`config.mk`:
```
export PLATFORM = sky130hd
export DESIGN_NAME = rstc_ctrl
export DESIGN_NICKNAME = d
export VERILOG_FILES = /design/src/rtl/rstc_pkg.sv /design/src/rtl/rstc_pin_sync.sv /design/src/rtl/rstc_range_chk.sv /design/src/rtl/rstc_stretch.sv /design/src/rtl/rstc_ctrl.sv
export SDC_FILE = /design/constraint.sdc
export NUM_CORES = 1
export LEC_CHECK = 0
export BUFFER_PORTS_ARGS = -buffer_cell sky130_fd_sc_hd__buf_2
export CORE_ASPECT_RATIO = 0.6
export CORE_MARGIN = 3
export CORE_UTILIZATION = 45
export DETAILED_ROUTE_END_ITERATION = 16
export GPL_TIMING_DRIVEN = 0
export HOLD_SLACK_MARGIN = 0.06
export PLACE_DENSITY = 0.77
export SYNTH_ARGS = -nofsm -noshare
export SYNTH_HDL_FRONTEND = slang
export SYNTH_SLANG_ARGS = --single-unit
```
`constraint.sdc`:
```
create_clock -name clk -period 2.5 [get_ports clk]
set_input_delay 0.25 -clock clk [delete_from_list [all_inputs] [get_ports clk]]
set_output_delay 0.25 -clock clk [all_outputs]
set_load 0.005 [all_outputs]
```
`src/rtl/rstc_pkg.sv`:
```
package rstc_pkg;
  localparam int CTL_W       = 16;
  localparam logic [CTL_W-1:0] CTL_RST_VAL = 16'h4000;
  localparam int CTL_KEEP_B  = 14;  // must read 1 or a restart follows
  localparam int CTL_FIRE_B  = 15;  // a 1 here requests a restart
  localparam int NUM_CAUSE   = 4;
  localparam int CZ_WD       = 0;
  localparam int CZ_SW       = 1;
  localparam int CZ_ILL      = 2;
  localparam int CZ_PIN      = 3;
  typedef logic [NUM_CAUSE-1:0] cause_vec_t;
endpackage

```
`src/rtl/rstc_pin_sync.sv`:
```
module rstc_pin_sync #(
  parameter int STAGES = 2
) (
  input  logic clk,
  input  logic por_n,
  input  logic d,
  output logic q
);
  logic [STAGES-1:0] sq, sd;

  always_comb sd = {sq[STAGES-2:0], d};

  always_ff @(posedge clk or negedge por_n) begin
    if (!por_n) sq <= '1;
    else        sq <= sd;
  end

  assign q = sq[STAGES-1];
endmodule

```
`src/rtl/rstc_range_chk.sv`:
```
module rstc_range_chk #(
  parameter int          ADDR_W = 16,
  parameter int unsigned R0_LO  = 32'h0100,
  parameter int unsigned R0_HI  = 32'h01FF,
  parameter int unsigned R1_LO  = 32'h7800,
  parameter int unsigned R1_HI  = 32'h7FFF
) (
  input  logic [ADDR_W-1:0] addr,
  output logic              hit
);
  localparam int NR = 2;
  localparam logic [ADDR_W-1:0] LO_A [NR] = '{ADDR_W'(R0_LO), ADDR_W'(R1_LO)};
  localparam logic [ADDR_W-1:0] HI_A [NR] = '{ADDR_W'(R0_HI), ADDR_W'(R1_HI)};

  logic [NR-1:0] hit_v;

  for (genvar g = 0; g < NR; g++) begin : g_win
    assign hit_v[g] = (addr >= LO_A[g]) && (addr <= HI_A[g]);
  end

  assign hit = |hit_v;
endmodule

```
`src/rtl/rstc_stretch.sv`:
```
module rstc_stretch #(
  parameter int STRETCH = 8,
  parameter int TAIL    = 3
) (
  input  logic clk,
  input  logic por_n,
  input  logic fire,
  output logic drive_o,
  output logic hold_o
);
  localparam int LOAD  = STRETCH + TAIL;
  localparam int CNT_W = $clog2(LOAD + 1);
  localparam logic [CNT_W-1:0] LOAD_V = CNT_W'(LOAD);
  localparam logic [CNT_W-1:0] TAIL_V = CNT_W'(TAIL);

  logic [CNT_W-1:0] cnt_q, cnt_d;
  logic             cnt_en;
  logic             drive_q, drive_d, hold_q, hold_d;

  always_comb begin
    cnt_en  = fire || (cnt_q != '0);
    cnt_d   = fire ? LOAD_V : (cnt_q - CNT_W'(1));
    if (!cnt_en) cnt_d = cnt_q;
    drive_d = cnt_d > TAIL_V;
    hold_d  = cnt_d != '0;
  end

  always_ff @(posedge clk or negedge por_n) begin
    if (!por_n) begin
      cnt_q   <= LOAD_V;
      drive_q <= 1'b1;
      hold_q  <= 1'b1;
    end else begin
      if (cnt_en) cnt_q <= cnt_d;
      drive_q <= drive_d;
      hold_q  <= hold_d;
    end
  end

  assign drive_o = drive_q;
  assign hold_o  = hold_q;
endmodule

```
`src/rtl/rstc_ctrl.sv`:
```
module rstc_ctrl
  import rstc_pkg::*;
#(
  parameter int          ADDR_W      = 16,
  parameter int          PIN_STRETCH = 8,
  parameter int          SYNC_STAGES = 2,
  parameter int unsigned R0_LO       = 32'h0100,
  parameter int unsigned R0_HI       = 32'h01FF,
  parameter int unsigned R1_LO       = 32'h7800,
  parameter int unsigned R1_HI       = 32'h7FFF
) (
  input  logic              clk,
  input  logic              por_n,
  input  logic              rst_pin_i,
  input  logic              wdog_req_i,
  input  logic              ctl_wr_i,
  input  logic [15:0]       ctl_wdata_i,
  input  logic              bus_vld_i,
  input  logic [ADDR_W-1:0] bus_addr_i,
  output logic              sys_rst_n_o,
  output logic              rst_pin_oe_o,
  output logic [15:0]       ctl_q_o,
  output logic [3:0]        cause_o
);
  // One extra clock beyond the synchroniser lets the line be re-read
  // before the internal reset is let go.
  localparam int TAIL = SYNC_STAGES + 1;

  logic       drive, hold, pin_feed, pin_s, win_hit;
  logic       sw_evt, ill_evt, fire;
  cause_vec_t cz_now, cause_q, cause_d;
  logic [CTL_W-1:0] ctl_q, ctl_d;

  // The line is only sensed while this block is not pulling it.
  assign pin_feed = rst_pin_i | drive;

  rstc_pin_sync #(.STAGES(SYNC_STAGES)) u_sync (
    .clk(clk), .por_n(por_n), .d(pin_feed), .q(pin_s)
  );

  rstc_range_chk #(
    .ADDR_W(ADDR_W), .R0_LO(R0_LO), .R0_HI(R0_HI), .R1_LO(R1_LO), .R1_HI(R1_HI)
  ) u_win (
    .addr(bus_addr_i), .hit(win_hit)
  );

  always_comb begin
    sw_evt  = ctl_wr_i && !hold &&
              (!ctl_wdata_i[CTL_KEEP_B] || ctl_wdata_i[CTL_FIRE_B]);
    ill_evt = bus_vld_i && !hold && win_hit;
    cz_now          = '0;
    cz_now[CZ_WD]   = wdog_req_i;
    cz_now[CZ_SW]   = sw_evt;
    cz_now[CZ_ILL]  = ill_evt;
    cz_now[CZ_PIN]  = !pin_s;
    fire    = |cz_now;
    cause_d = (fire && !hold) ? cz_now : cause_q;
    if (hold || fire)  ctl_d = CTL_RST_VAL;
    else if (ctl_wr_i) ctl_d = ctl_wdata_i;
    else               ctl_d = ctl_q;
  end

  always_ff @(posedge clk or negedge por_n) begin
    if (!por_n) begin
      cause_q <= '0;
      ctl_q   <= CTL_RST_VAL;
    end else begin
      cause_q <= cause_d;
      ctl_q   <= ctl_d;
    end
  end

  rstc_stretch #(.STRETCH(PIN_STRETCH), .TAIL(TAIL)) u_str (
    .clk(clk), .por_n(por_n), .fire(fire), .drive_o(drive), .hold_o(hold)
  );

  assign sys_rst_n_o  = !hold;
  assign rst_pin_oe_o = drive;
  assign ctl_q_o      = ctl_q;
  assign cause_o      = cause_q;
endmodule

```
* Word level (Yosys, flattened, before mapping)
Cells that the tools add are included.
** Word-level totals
- Output and inout bits :: 22
- Input bits :: 38
- Word-level logic and storage cells :: 35
- Register bits :: 28
** Operators by class
- Multiplexer cells :: 4
- Bitwise operators :: 1
- Add/subtract/negate cells :: 1
- $lt $le $gt $ge :: 5
- Reductions and logical operators :: 18
** Operator list (number)
- $mux W16 :: 2
- $ge A16 B15 Y1 const B :: 1
- $ge A16 B9 Y1 const B :: 1
- $le A16 B15 Y1 const B :: 1
- $le A16 B9 Y1 const B :: 1
- $mux W4 :: 2
- $reduce_bool A4 Y1 :: 2
- $logic_and A1 B1 Y1 :: 7
- $gt A4 B2 Y1 const B :: 1
- $reduce_or A4 Y1 :: 1
- $sub A4 B1 Y4 const B :: 1
- $logic_not A1 Y1 :: 3
- $logic_or A1 B1 Y1 :: 3
- $reduce_bool A2 Y1 :: 1
- $reduce_or A2 Y1 :: 1
- $or A1 B1 Y1 :: 1

* Depth between registers and ports, before layout
- Depth after elaboration :: 8
- Gate-level depth with buffers :: 6
- Depth with buffers taken out :: 6

* Cells and area by module
A second synthesis with hierarchy kept.
** Unflattened totals
- Cell total of the unflattened synthesis :: 113
- Area total of the unflattened synthesis :: 1297.5 um2
** Modules (own cells, without submodules)
- rstc_ctrl :: seq. area each 501.7 um2, area an instance 882.1 um2, cells an instance 78, instances 1
- rstc_stretch :: seq. area each 156.4 um2, area an instance 315.3 um2, cells an instance 29, instances 1
- rstc_pin_sync :: seq. area each 52.6 um2, area an instance 52.6 um2, cells an instance 2, instances 1
- rstc_range_chk :: seq. area each 0.0 um2, area an instance 47.5 um2, cells an instance 4, instances 1

* Least setup slack after synthesis
OpenSTA, ideal clock, no wires.
- Path kind :: reg-to-reg
- Start point :: register u_str.cnt_q[0]
- End point :: register u_str.hold_q (netlist: u_str.hold_o)
- Required time :: 2.418 ns
- Path slack :: 0.687 ns
- Period minus slack after synthesis :: 1.813 ns
- Stages on the path, launching flop included :: 7
- Setup time :: 0.082 ns
- Buffers on the path :: 0
- Arrival :: 1.731 ns
- Cell sequence :: dfstp_2 inv_1 ha_1 nor2b_1 nor3_1 or4_1 a211o_1
** Between the ends
- Longest elaborated chain between the ends :: 4
- Elaborated cells on any way between the ends :: 6
- Those cells by class :: add/sub: 1; mux: 2; reduce/logical: 3
** Ends and longest elaborated chain
- from (decl) :: line rstc_stretch.sv:16 : logic [CNT_W-1:0] cnt_q, cnt_d;
- from (signal assigned) :: line rstc_stretch.sv:34 : if (cnt_en) cnt_q <= cnt_d;
- $sub A4 B1 Y4 / $reduce_bool A4 Y1 (equally long branches) :: line rstc_stretch.sv:22, rstc_stretch.sv:21
- $mux W4 / $logic_or A1 B1 Y1 (equally long branches) :: line rstc_stretch.sv:22, rstc_stretch.sv:21
- $mux W4 (*) :: line rstc_stretch.sv:23 : if (!cnt_en) cnt_d = cnt_q;
- $reduce_bool A4 Y1 (*) :: line rstc_stretch.sv:25 : hold_d = cnt_d != '0;
- net u_str.hold_d :: line rstc_stretch.sv:18 : logic drive_q, drive_d, hold_q, hold_d;
- to (signal assigned) :: line rstc_stretch.sv:36 : hold_q <= hold_d;
- to (decl) :: line rstc_stretch.sv:18
Mark *: on every way through the listed nets, which the timed path passes. The rest lies on a longest branch.
A chain may end at the register's enable or synchronous reset.

* Worst setup path in the final report
- Start point :: register u_str.cnt_q[1]
- End point :: register u_str.hold_q (netlist: u_str.hold_o)
Same word-level chain as after synthesis.

==> qor.csv <==
stage,metric,value,unit
final_layout,finalInstanceArea,0.00165,mm2
die,effective_utilization_at_floorplan,0.493,
setup_path,timing.critical_path.required,2.71,ns
final_layout,synthToLayoutAreaGrowth,27.4,%
setup_path,worst_setup_path_endpoint,u_str.hold_o$_DFF_PN1_,
global_routing,via_count_of_the_first_global_routing_pass,939,
clock_network,cts.reportedPaths.clkPinSlew,0.09,ns
timing,setup_viol,0,
global_routing,grt_first_pass_wirelength,4.17,mm
setup_path,timing.critical_path.cells,inv_1 -> ha_1 -> nor2b_1 -> nor3_1 -> or4_1 -> a211o_1,
setup_path,timing.critical_path.arrival,2.17,ns
synthesis,synth_top_family_by_area,simple AND/OR/NAND/NOR gates,
power_and_ir_drop,total_power,913,uW
drt,postRouteAntennaNets,0,
timing,max_clock_freq,510,MHz
synthesis,async_flop_share,1.00,
clock_network,tritoncts,yes,
clock_network,ctsResizeCount,0,
timing,timing_worst_slew_pin_value,0.612,ns
global_routing,grt_antenna_before_repair,0,
synthesis,synth_enable_flop_cells,0,
flow_run,max_cap_viols,0,
global_routing,gr-usage-met2,0.251,
synthesis,synth-simple-area-share,0.164,
setup_path,r2r_slack,0.54,ns
global_routing,busiest_layer,met2,
placement,gp_routability_congestion,0.766,
final_layout,post_route_cells_drive_above_1_share,0.402,
placement,detailed_place.area,0.00159,mm2
placement,place.detailed.instances,201,
setup_path,reg_to_reg_start,u_str.cnt_q[1]$_DFFE_PN1N_,
global_routing,global_route.usage.met1,0.204,
global_routing,globalRouteTotalUtil,0.158,
die,core_area,0.00263,mm2
die,pin_count,60,
setup_path,worst-setup-path-type,reg -> reg,
global_routing,use_met3,0.0545,
outcome,status,finished clean,
final_layout,final_nets,214,
drt,post_drt_via_cell_ratio,5.15,
power_and_ir_drop,power.leakage,0.000866,uW
synthesis,synth_xor_area_frac,0.00676,
die,std_cell_rows,14,
setup_path,critical_path.max_stage_delay,0.57,ns
setup_path,crit_path_start,u_str.cnt_q[1]$_DFFE_PN1N_,
setup_path,worstRegToRegCells,6,
timing,post-route-min-period,1.96,ns
die,die_width,75.3,um
clock_network,clkLatencyLatePin,0.27,ns
drt,route.detailed.drc,0,
synthesis,ys_types,30,
synthesis,ys.warnings.count,0,
timing,slew-limit-headroom,0.592,
timing,fin_tns_setup,0,ns
hold_path,min_path_type,in -> reg,
clock_network,cts_num_sinks,28,
synthesis,net_count_after_synthesis,158,
hold_path,min_from,rst_pin_i,
placement,dp_hpwl,2.20,mm
setup_path,cp.buffers_inverters,1,
hold_path,timing.hold.worst_path_depth,2,
clock_network,cts.path.max_buffers,2,
synthesis,synth_seq_cells,28,
drt,dr.pass1.iters,4,
power_and_ir_drop,vdd.ir_drop.worst,330,uV
synthesis,synth.largest_area_cell,sky130_fd_sc_hd__dfrtp_1,
synthesis,synth_cells,119,
drt,route.final.wire_length,2.82,mm
global_routing,globalRoute.totalOverflow,0,
final_layout,layoutNonFillerInstCount,206,
die,die_h,47.6,um
setup_path,critical_path.endpoint_type,flop,
setup_path,setup.worst_path.start_class,flop,
timing,grt_setup_unrepaired,false,
synthesis,post_synth_main_area_contributors,"sky130_fd_sc_hd__dfrtp_1, sky130_fd_sc_hd__dfstp_2, sky130_fd_sc_hd__mux2i_1, sky130_fd_sc_hd__nor2_1, sky130_fd_sc_hd__a21oi_1",
drt,detailroute.via_count,1061,
synthesis,avg_synthesized_cell_area,10.9,um2
timing,fin_crit_sh,0.785,
synthesis,postSynth.topFlopCell,sky130_fd_sc_hd__dfrtp_1,
synthesis,adder_and_majority_cell_fraction_of_the_synthesized_area,0.00966,
synthesis,synth.yosys.seq_area_share,0.549,
power_and_ir_drop,power-per-cell-area,553,mW/mm2
clock_network,ctsHtreeMaxLevel,1,
die,floorplan.die_area,0.00358,mm2
global_routing,grt_start_max_net_pins,29,
placement,io_buf_count,50,
timing,drv_slew,0,
final_layout,antennaDiodeCount,0,
synthesis,synth.top_cell.area_share,0.386,
clock_network,cts_root_buffer,sky130_fd_sc_hd__clkbuf_8,
synthesis,area_of_the_mapped_netlist,0.00129,mm2
clock_network,cts_made_buffers,3,
synthesis,synth_compound_area_frac,0.0928,
setup_path,slowest_stage,sky130_fd_sc_hd__dfstp_2,
drt,wl_per_cell,13.7,um
timing,timing_hold_violations_final,0,
timing,final.setup_skew,0.00783,ns
synthesis,post_synth_mux_area_share,0.147,
setup_path,critical_path.max_fanout,5,
setup_path,r2r-end,u_str.hold_o$_DFF_PN1_,
setup_path,critical_path_depth,6,
drt,detailedRoute.firstIterationViolations,21,
setup_path,worst_path_dominant_cell_family,simple AND/OR/NAND/NOR gates,
## worst min-delay path by stage
| stage | end | slack [ns] |
|---|---|---|
| after CTS | u_sync.sq[0]$_DFF_PN1_ | 0.18 |
| after floorplan | cause_o[0]$_DFFE_PN0P_ | -0.05 |
| after global placement | ctl_q_o[12]$_DFFE_PN0P_ | 0.28 |
| after global routing | u_sync.sq[0]$_DFF_PN1_ | 0.17 |
| after detailed placement | ctl_q_o[6]$_DFFE_PN0P_ | 0.30 |
| final | u_sync.sq[0]$_DFF_PN1_ | 0.18 |
## routing by layer
| layer | wire (um) | part of all wire |
|---|---|---|
| met4 | 36 | 0.013 |
| met1 | 1270 | 0.45 |
| met2 | 1320 | 0.47 |
| met3 | 194 | 0.069 |
| met5 | 0 | 0 |
## metrics by stage
stage,util,hold WS [ns],worst slack [ns]
after floorplan,-,-0.0456,0.687
after global placement,0.603,0.280,0.613
after detailed placement,0.603,0.305,0.557
after CTS,0.628,0.184,0.538
after global routing,0.628,0.169,0.450
final,0.628,0.185,0.538
## cell families after synthesis
family / after synthesis
adders and majority gates: 1
buffers and inverters: 8
xor gates and xnor gates: 1
muxes: 19
and+or+nand+nor: 43
AOI/OAI and AO/OA: 19
DFF: 28
## report_power, final
group          leakage (uW)  internal [uW]  switching (uW)
combinational      0.000486           68.5            74.5
sequential         0.000352            480            15.9
clock             0.0000288            141             133
total              0.000866            689             224
## placed cells by master, fill, tap and decap left out, types with 2 or more instances in the layout
cell type	Yosys	routed
sky130_fd_sc_hd__or2_2	2	2
sky130_fd_sc_hd__nor2_1	19	19
sky130_fd_sc_hd__mux2i_1	19	19
sky130_fd_sc_hd__a21oi_1	5	5
sky130_fd_sc_hd__o21ai_0	5	5
sky130_fd_sc_hd__dfstp_2	8	8
sky130_fd_sc_hd__inv_1	4	4
sky130_fd_sc_hd__nand3_1	2	2
sky130_fd_sc_hd__buf_2	2	52
sky130_fd_sc_hd__dfrtp_1	20	20
sky130_fd_sc_hd__nand2_1	5	5
sky130_fd_sc_hd__o21ai_1	2	2
sky130_fd_sc_hd__nor2b_1	4	4
sky130_fd_sc_hd__clkbuf_8	0	4
sky130_fd_sc_hd__nor3_1	3	3
sky130_fd_sc_hd__buf_4	2	2
sky130_fd_sc_hd__nand2b_1	3	3
## cell usage after synthesis, types with 2 or more instances
library cell and n:
sky130_fd_sc_hd__mux2i_1 19, sky130_fd_sc_hd__o21ai_0 5, sky130_fd_sc_hd__nor3_1 3, sky130_fd_sc_hd__dfrtp_1 20, sky130_fd_sc_hd__buf_2 2, sky130_fd_sc_hd__or2_2 2, sky130_fd_sc_hd__nor2b_1 4, sky130_fd_sc_hd__dfstp_2 8
sky130_fd_sc_hd__nor2_1 19, sky130_fd_sc_hd__a21oi_1 5, sky130_fd_sc_hd__nand2b_1 3, sky130_fd_sc_hd__inv_1 4, sky130_fd_sc_hd__buf_4 2, sky130_fd_sc_hd__nand2_1 5, sky130_fd_sc_hd__nand3_1 2, sky130_fd_sc_hd__o21ai_1 2
## layout make-up
type | instances | area [um2]
tap | 32 | 40.0
sequential | 28 | 711
clock buffer | 4 | 55.1
buffer | 4 | 25.0
multi-input combinational | 83 | 544
fill | 233 | 977
inverter | 4 | 15.0
timing repair buffer | 51 | 260
## flip-flops by register name, summed over array words and instances, names as in the netlist
register       count
u_str.hold_o       1
cause_o            4
ctl_q_o           16
u_sync.sq          2
u_str.drive_o      1
u_str.cnt_q        4
## what timing repair did
| action | in CTS | in global routing |
|---|---|---|
| buffers inserted | 0 | 0 |
| setup endpoints to repair | 0 | 0 |
| endpoints found under the hold margin | 20 | 0 |
| hold buffers | 1 | 0 |
(Power assumes the default switching activity.)
